<file path="config.mk">
export PLATFORM = sky130hd
export DESIGN_NAME = prescaled_pwm
export DESIGN_NICKNAME = d
export VERILOG_FILES = /design/src/rtl/prescaled_pwm.sv
export SDC_FILE = /design/constraint.sdc
export NUM_CORES = 1
export LEC_CHECK = 0
export ABC_CLOCK_PERIOD_IN_PS = 2200
export BUFFER_PORTS_ARGS = -buffer_cell sky130_fd_sc_hd__buf_2
export CAP_MARGIN = 20
export CORE_MARGIN = 2
export CORE_UTILIZATION = 49
export CTS_CLUSTER_DIAMETER = 60
export DETAILED_ROUTE_END_ITERATION = 6
export PLACE_DENSITY = 0.82
export RECOVER_POWER = 50
export SYNTH_ARGS = -nofsm -noshare
export SYNTH_HDL_FRONTEND = slang
export SYNTH_SLANG_ARGS = --single-unit
</file>
<file path="constraint.sdc">
create_clock -name clk -period 2.2 [get_ports clk]
set_clock_uncertainty 0.15 [all_clocks]
set_input_delay 0 -clock clk [delete_from_list [all_inputs] [get_ports clk]]
set_output_delay 0 -clock clk [all_outputs]
set_load 0.005 [all_outputs]
</file>
<file path="src/rtl/prescaled_pwm.sv">
module prescaled_pwm #(
  parameter int CNT_W  = 8,
  parameter int ADDR_W = 2
) (
  input  logic              clk,
  input  logic              rst_n,
  input  logic              tick_i,
  input  logic              wr_en_i,
  input  logic [ADDR_W-1:0] wr_addr_i,
  input  logic [7:0]        wr_data_i,
  input  logic              rd_en_i,
  input  logic [ADDR_W-1:0] rd_addr_i,
  output logic [7:0]        rd_data_o,
  output logic              pwm_o
);
  localparam int DUTY_W = CNT_W - 1;
  localparam int SEL_W  = $clog2(CNT_W);
  localparam logic [ADDR_W-1:0] OFS_CTRL = ADDR_W'(0);
  localparam logic [ADDR_W-1:0] OFS_DUTY = ADDR_W'(1);

  logic              run_q;
  logic [1:0]        pre_q;
  logic [DUTY_W-1:0] duty_q;
  logic [CNT_W-1:0]  cnt_q;
  logic [7:0]        rd_q;

  logic [SEL_W-1:0]  wrap_sel;
  logic [CNT_W-1:0]  cnt_inc, span, cnt_low;
  logic              ctrl_wr;

  assign wrap_sel = SEL_W'(CNT_W - 1) - SEL_W'(pre_q);
  assign span     = CNT_W'(1) << wrap_sel;
  assign cnt_inc  = cnt_q + CNT_W'(1);
  assign cnt_low  = cnt_q & (span - CNT_W'(1));
  assign ctrl_wr  = wr_en_i && (wr_addr_i == OFS_CTRL);

  always_ff @(posedge clk or negedge rst_n) begin
    if (!rst_n) begin
      run_q  <= 1'b0;
      pre_q  <= 2'd0;
      duty_q <= '0;
    end else if (wr_en_i) begin
      if (wr_addr_i == OFS_CTRL) begin
        run_q <= wr_data_i[7];
        pre_q <= wr_data_i[1:0];
      end else if (wr_addr_i == OFS_DUTY) begin
        duty_q <= wr_data_i[DUTY_W-1:0];
      end
    end
  end

  always_ff @(posedge clk or negedge rst_n) begin
    if (!rst_n)          cnt_q <= '0;
    else if (!run_q)     cnt_q <= '0;
    else if (tick_i)     cnt_q <= cnt_inc[wrap_sel] ? '0 : cnt_inc;
  end

  always_ff @(posedge clk or negedge rst_n) begin
    if (!rst_n) rd_q <= 8'h00;
    else if (rd_en_i) begin
      if (rd_addr_i == OFS_CTRL)      rd_q <= {run_q, 5'b0, pre_q};
      else if (rd_addr_i == OFS_DUTY) rd_q <= 8'(duty_q);
      else                            rd_q <= 8'h00;
    end
  end

  assign rd_data_o = rd_q;
  assign pwm_o     = run_q && (CNT_W'(duty_q) > cnt_low);

  AST_HOLD_ZERO: assert property (@(posedge clk) disable iff (!rst_n)
    !run_q |=> cnt_q == '0);
  AST_OFF_LOW: assert property (@(posedge clk) disable iff (!rst_n)
    (!run_q) |-> !pwm_o);
  AST_NO_TICK_HOLD: assert property (@(posedge clk) disable iff (!rst_n)
    (run_q && !tick_i && !ctrl_wr) |=> $stable(cnt_q));
  AST_STEP_OR_WRAP: assert property (@(posedge clk) disable iff (!rst_n)
    (run_q && tick_i && !ctrl_wr) |=> (cnt_q == $past(cnt_q) + CNT_W'(1)) || (cnt_q == '0));
  AST_ZERO_DUTY_LOW: assert property (@(posedge clk) disable iff (!rst_n)
    (duty_q == '0) |-> !pwm_o);
  AST_FULL_DUTY_HIGH: assert property (@(posedge clk) disable iff (!rst_n)
    (run_q && CNT_W'(duty_q) >= span) |-> pwm_o);
  AST_PRE0_LAST_LOW: assert property (@(posedge clk) disable iff (!rst_n)
    (pre_q == 2'd0 && cnt_q[DUTY_W-1:0] == '1) |-> !pwm_o);
  AST_UNMAPPED_READ: assert property (@(posedge clk) disable iff (!rst_n)
    (rd_en_i && rd_addr_i > OFS_DUTY) |=> rd_data_o == 8'h00);
endmodule

</file>
==> results.md, run 1 <==
* Adder-cell area share of the yosys netlist at 6.897%
* Post-Syn Area per Cell at 9.676 sq um
* GR Overflow Total at 0
* Total of max-cap violations at 0
* Mux cell area share after synthesis at 9.914%
* Fin worst setup slack at -0.08967 ns
* DR pass1 iterations at 4
* Crit path required time at 2.05 ns
* Switching pwr at 0.3928 mW
* Compound-cell area share of the yosys netlist at 13.53%
* CTS tree: yes
* Slew HR at 7.419%
* Worst vdd ir at 0.6674 mV
* First-pass GRT wire length at 6644 um
* Later-pin clock latency in the skew report at 0.35 ns
* Slowest cell on the critical path: dfrtp_2
* Synth area leader: dfrtp_1
* Die Y at 58.43 um
* CP cell instances: inv_2, nand2_1, ha_1, a21o_1, a21oi_1, o21ai_1, o211a_1, buf_2
* Leading cell type in the layout, fill and taps excluded: dfrtp_1
* Final count of negative-setup-slack endpoints at 4
* Total track usage at 25.91%
* WS Path Type: register to output pin
* Pleak at 0.9329 nW
* Largest family of logic cells by synthesized area: simple AND/OR/NAND/NOR gates
* Nets at 232
* Int Pwr at 0.9019 mW
* Share of power burned in registers at 46.4%
* RSZ-0062 raised after global routing: true
* Simple-Gate Fraction of Synth Area at 19.66%
* Area share of the leading cell type in the synthesized netlist at 44.83%
* N_diodes at 0
* Iter 0 DRT Violations at 55
* Max incr delay on CP at 0.48 ns
* Switching portion of total power at 30.34%
* FF+latch count, synth at 26
* Synth top area cells: dfrtp_1, mux2_2, ha_1
* Core area at 2781 sq um
* Critical path endpoint category: output pin
* Area Overhead vs Synth at 38.45%
* Most used DFF post-synth: dfrtp_1
* Fin crit share at 104.1%
* Crit-path max FO at 6
* Fin util at 72.24%
* Clock power share at 26.5%
* DR WL/cell at 17.55 um
* Setup crit start kind: register
* PortBufs at 25
* Worst Path Arrival at 2.14 ns
* Filler cells at 197
* Max Transition Viols Final at 0
* Post-synthesis cell area at 1451 sq um
* Num rows at 19
* Initial antenna violation count at 0
* Power share of the combinational group at 27.1%
* GR Util met3 at 4.396%
* Mapped Cells at 150
* Initial core utilization at 52.18%
* CTS H-tree lvls at 1
* Hpwl dp at 2459 um
* Vias at 1386
* Drt total wl at 4160 um
* Area of the multi-input gates at 793.3 sq um
* Ys async rst share at 100.0%
* Clk buf depth at 2
* Worst path bufs/invs at 2
* Seq/Total Area, Yosys at 44.83%
* Die X at 58.43 um
* Synth Area in XOR/XNOR at 0%
* Commonest non-fill, non-tap cells in the layout: dfrtp_1, buf_2, nand2_1, dlygate4sd3_1, inv_1
* Fmax at 436.7 MHz
* Register area at 653.1 sq um
* Vias per cell at 5.848
* Syn nets at 175
* Number of synthesized flops with an enable pin at 0
* Setup TNS at -0.1503 ns
* # clock sinks at 26
* Busiest grt layer: met2
* Pwr/cell area at 644.3 nW/um^2
* Layout cell share with drive strength beyond 1 at 30.58%
* GPL Wtd Cong at 0.8802
* Num CTS Buffers at 3
* Failing checks: setup timing
* Clock Pin Slew Worst Setup and Hold Paths at 0.16 ns
* M1 GR Usage at 29.57%
* Root buffer cell: clkbuf_4
* Largest net degree at the start of global routing at 27
* Ys Warns at 0
* Min-Delay Path Class: input pin to register
* Slew @ Worst Pin at 1.389 ns
* I/O Pins at 26
* Number of hold violations in the final report at 0
* Vias in the first global route at 1501
* Post-route ant nets at 0
* Run status: finished with violations
* Synth unique cells at 35
* Met2 Use GR at 47.03%
* Die footprint at 3413 sq um
* Final min period at 2.290 ns
* Cell family with most CP delay: compound AO/OA/AOI/OAI gates
* DRC Markers at 0
## path summary, 6_finish.rpt
| check | start | end | slack, ns | depth (start not counted) |
|---|---|---|---|---|
| max reg2reg | cnt_q[0]$_DFFE_PN0P_ | cnt_q[4]$_DFFE_PN0P_ | -0.03 | 8 |
| min in group asynchronous | rst_n | duty_q[2]$_DFFE_PN0P_ | 0.36 | 2 |
| min reg2reg | rd_data_o[5]$_DFFE_PN0P_ | rd_data_o[5]$_DFFE_PN0P_ | 0.40 | 2 |
| min | wr_addr_i[0] | duty_q[2]$_DFFE_PN0P_ | 0.15 | 3 |
| max | pre_q[1]$_DFFE_PN0P_ | pwm_o | -0.09 | 8 |
| max in group asynchronous | rst_n | cnt_q[3]$_DFFE_PN0P_ | 0.61 | 2 |
## cells in the mapped netlist (4+ instances only)
cell,n
dfrtp_1,26
inv_1,15
o22ai_1,8
o21ai_0,8
nand2_1,21
ha_1,8
mux2_2,11
nand3_1,4
a21oi_1,4
## metrics by stage
stage                     hold WS, ns  total power, mW  instances  cell area [sq um]  worst slack (ns)
after floorplan               -0.4456           0.7461        150               1451          0.002689
after global placement        -0.1378           0.8300        208               1642          -0.02160
after detailed placement      -0.1181           0.8531        208               1642           -0.1199
after CTS                     0.03295            1.246        233               1947          0.003866
after global routing           0.1649            1.349        237               2009           -0.1577
final                          0.1513            1.295        237               2009          -0.08967
## registers in the layout, indices dropped and copies added, names as in the netlist
| signal | flops |
|---|---|
| rd_data_o | 8 |
| duty_q | 7 |
| cnt_q | 8 |
| pre_q | 2 |
| run_q | 1 |
## cell families (layout without fill, tap and decap cells)
logic type / after synthesis / in the layout
adders and majority gates: 8 / 8
buffers and inverters: 19 / 75
and+or+nand+nor: 53 / 53
AOI/OAI and AO/OA: 31 / 31
DFF: 26 / 26
muxes: 13 / 13
## power groups by stage
stage          logic [mW]  clock network [mW]  registers (mW)
2_1_floorplan       0.171                   0           0.575
3_3_place_gp        0.234                   0           0.596
3_5_place_dp        0.254                   0           0.599
4_1_cts             0.305               0.347           0.593
5_1_grt             0.380               0.360           0.609
6_report            0.351               0.343           0.601
## timing repair
item,in CTS,in global routing
hold endpoints to repair,52,0
resized for setup,10,10
pin swaps,3,8
buffers inserted,1,4
setup endpoints to repair,6,9
hold buffers,21,0
## worst reg2reg max path, cell delays in order (launching register included)
cell and delay [ns]:
dfrtp_1 0.44, buf_6 0.14, nand3_4 0.10, buf_4 0.17
or3_1 0.31, a211oi_2 0.34, or4_4 0.23, a21oi_1 0.05
a31o_2 0.21
## layer usage
layer / part of all wire (%) / wire length, um / up-vias
met5: 0 / 0 / -
li1: - / - / 641
met3: 5.0 / 206 / 11
met4: 2.7 / 112 / 0
met1: 39 / 1619 / 674
met2: 53 / 2221 / 60
## area by class of cell
class	instances	area share (%)
multi-input cells	105	39.48
flip-flops and latches	26	32.50
repair buffers	56	20.67
inverters	15	2.802
well taps	31	1.930
clock inverters	1	1.494
clock buffers	3	1.121
Power figures use the tool's default switching activity.
==> inputs of run 2 (changes only) <==
SETUP_SLACK_MARGIN = 0.5   (was not set)
SKIP_LAST_GASP = 1   (was not set)
==> run 2 against run 1 <==
Net effect:
- the run still ends with setup timing left
- highest routed layer unchanged
- register-to-register slack got worse by 0.04 ns
- worst setup slack improved by 0.015 ns
- via count fell by 1.7%
- hold slack got worse by 0.025 ns
- sequential cell count did not move
- non-clock buffer count fell by 4
- sequential share of layout area rose by 0.87 points
- die area did not move
- routed wire length fell by 7.8%
- largest cell class unchanged
- cell count fell by 1.7%
- cell area fell by 2.6%
- combinational power fell by 8.5%
==> results.md, run 2 (synthesized netlist as in run 1, its figures left out) <==
* Commonest non-fill, non-tap cells in the layout: dfrtp_1, buf_2, nand2_1
* Pleak at 0.9202 nW (-1.4%)
* Vias per cell at 5.850 (about the same)
* Initial core utilization at 52.18% (unchanged)
* Hold Crit Start: wr_addr_i[0]
* Slew @ Worst Pin at 1.411 ns (+0.02254 ns)
* DR WL/cell at 16.46 um (-6.2%)
* Die Y at 58.43 um (unchanged)
* Max Transition Viols Final at 0 (unchanged)
* Reg2reg end: cnt_q[0]$_DFFE_PN0P_
* Run status: finished with violations
* Final min period at 2.274 ns (-0.01536 ns)
* Failing checks: setup timing
* Crit path required time at 2.32 ns (+0.27 ns)
* Post-route ant nets at 0 (unchanged)
* I/O Pins at 26 (unchanged)
* Critical path endpoint category: register
* DRC Markers at 0 (unchanged)
* R2r startpoint: cnt_q[1]$_DFFE_PN0P_
* Root buffer cell: clkbuf_4
* R2R Setup Slk at -0.07 ns (-0.04 ns)
* Crit-path max FO at 6 (unchanged)
* Die footprint at 3413 sq um (unchanged)
* Post-route cell area at 1957 sq um (-2.6%)
* Worst Path Arrival at 2.40 ns (+0.26 ns)
* Iter 0 DRT Violations at 55 (unchanged)
* RSZ-0062 raised after global routing: true
* Hpwl dp at 2478 um (+0.78%)
* Total of max-cap violations at 0 (unchanged)
* Minimum hold slack at 0.1267 ns (-0.02459 ns)
* Fmax at 439.7 MHz (+0.68%)
* First-pass GRT wire length at 6092 um (-8.3%)
* Final count of negative-setup-slack endpoints at 3 (-1)
* Layout cell share with drive strength beyond 1 at 29.70% (-0.88 points)
* Setup crit start kind: register
* Die X at 58.43 um (unchanged)
* Min-Delay Path Class: input pin to register
* Largest net degree at the start of global routing at 27 (unchanged)
* Fin worst setup slack at -0.07431 ns (+0.01536 ns)
* Clock Pin Slew Worst Setup and Hold Paths at 0.15 ns (about the same)
* Area Overhead vs Synth at 34.83%
* Final non-filler cell total at 233 (-1.7%)
* Leading cell type in the layout, fill and taps excluded: dfrtp_1
* # clock sinks at 26 (unchanged)
* Vias at 1363 (-1.7%)
* Pwr/cell area at 599.5 nW/um^2 (-7.0%)
* Later-pin clock latency in the skew report at 0.33 ns (-0.02 ns)
* N_diodes at 0 (unchanged)
* Num rows at 19 (unchanged)
* CTS tree: yes
* GPL Wtd Cong at 0.9255 (+5.1%)
* Total track usage at 23.59% (-2.3 points)
* Fin crit share at 103.4% (-0.70 points)
* Slew HR at 5.916% (-1.5 points)
* Initial antenna violation count at 0 (unchanged)
* Core area at 2781 sq um (unchanged)
* Worst hold path endpoint: duty_q[0]$_DFFE_PN0P_
* Drt total wl at 3836 um (-7.8%)
* GR Overflow Total at 0 (unchanged)
* Vias in the first global route at 1402 (-6.6%)
* Cell area after placement at 1649 sq um (+0.46%)
* Tot Pwr at 1.173 mW (-9.4%)
* DR pass1 iterations at 4 (unchanged)
* WS Path Type: register to register
* Total instance count after detailed placement at 205 (-1.4%)
* Nets at 228 (-1.7%)
* R2R depth at 8 (unchanged)
* CTS H-tree lvls at 1 (unchanged)
* Number of hold violations in the final report at 0 (unchanged)
* Hold path depth at 3 (unchanged)
* Num CTS Buffers at 3 (unchanged)
* PortBufs at 25 (unchanged)
* Worst vdd ir at 0.4481 mV (-33%)
* Clk buf depth at 2 (unchanged)
==> run 2: cell types whose count changed in the layout (fill, tap and decap cells not counted), moves of 2 or more <==
cell           delta
dlygate4sd3_1     -3
buf_4             -2
inv_1             +2
inv_2             -2
o21ai_0           -2
o21ai_1           +2
==> run 2: final cells by class <==
class	count	area, sq um
repair buffers	52	381.6
inverters	15	56.30
clock buffers	4	36.28
fillers	189	824.5
multi-input cells	105	790.8
flip-flops and latches	26	653.1
well taps	31	38.79
==> run 2: what timing repair did <==
| item | CTS | global route |
|---|---|---|
| buffers inserted | 2 | 4 |
| pin swaps | 1 | 5 |
| endpoints found under the hold margin | 51 | 0 |
| cloned | 0 | 0 |
| resized for setup | 2 | 15 |
| hold buffers | 18 | 0 |
| setup endpoints to repair | 9 | 9 |
==> run 2: worst max-delay path by stage <==
stage | startpoint | endpoint | slack, ns | depth (start not counted)
after global placement | cnt_q[0]$_DFFE_PN0P_ | cnt_q[0]$_DFFE_PN0P_ | 0.07 | 7
final | cnt_q[1]$_DFFE_PN0P_ | cnt_q[0]$_DFFE_PN0P_ | -0.07 | 8
after global routing | cnt_q[1]$_DFFE_PN0P_ | cnt_q[0]$_DFFE_PN0P_ | -0.12 | 8
after detailed placement | cnt_q[0]$_DFFE_PN0P_ | cnt_q[0]$_DFFE_PN0P_ | -0.01 | 7
after CTS | cnt_q[1]$_DFFE_PN0P_ | cnt_q[0]$_DFFE_PN0P_ | -0.004 | 7
after floorplan | cnt_q[0]$_DFFE_PN0P_ | cnt_q[0]$_DFFE_PN0P_ | 0.13 | 7
==> run 2: critical path, stage by stage, from the launching register on <==
cell     delay [ns]
dfrtp_1        0.42
buf_6          0.12
ha_4           0.14
nand3_4        0.09
o21a_1         0.20
o211a_1        0.24
or4_4          0.47
mux2_4         0.29
nor2b_2        0.10
==> run 2: power by group <==
part / switching (mW) / internal, mW
clock: 0.151 / 0.101
combinational: 0.149 / 0.172
sequential: 0.0671 / 0.533
total: 0.368 / 0.805
==> run 2: metal layers <==
layer | global-route usage [%] | vias to the layer above | routed length [um]
met2 | 41.41 | 54 | 2031
met4 | 10.63 | 0 | 118
met1 | 28.45 | 663 | 1522
li1 | - | 634 | -
met3 | 3.516 | 12 | 163
met5 | 0 | - | 0
==> run 2: through the flow <==
| stage | setup TNS, ns | utilization [%] | setup slack, ns |
|---|---|---|---|
| 2_1_floorplan | 0 | - | 0.1272 |
| 3_3_place_gp | 0 | 59.29 | 0.07465 |
| 3_5_place_dp | -0.01312 | 59.29 | -0.01312 |
| 4_1_cts | -0.004234 | 67.88 | -0.004234 |
| 5_1_grt | -0.4022 | 70.36 | -0.1245 |
| 6_report | -0.1568 | 70.36 | -0.07431 |
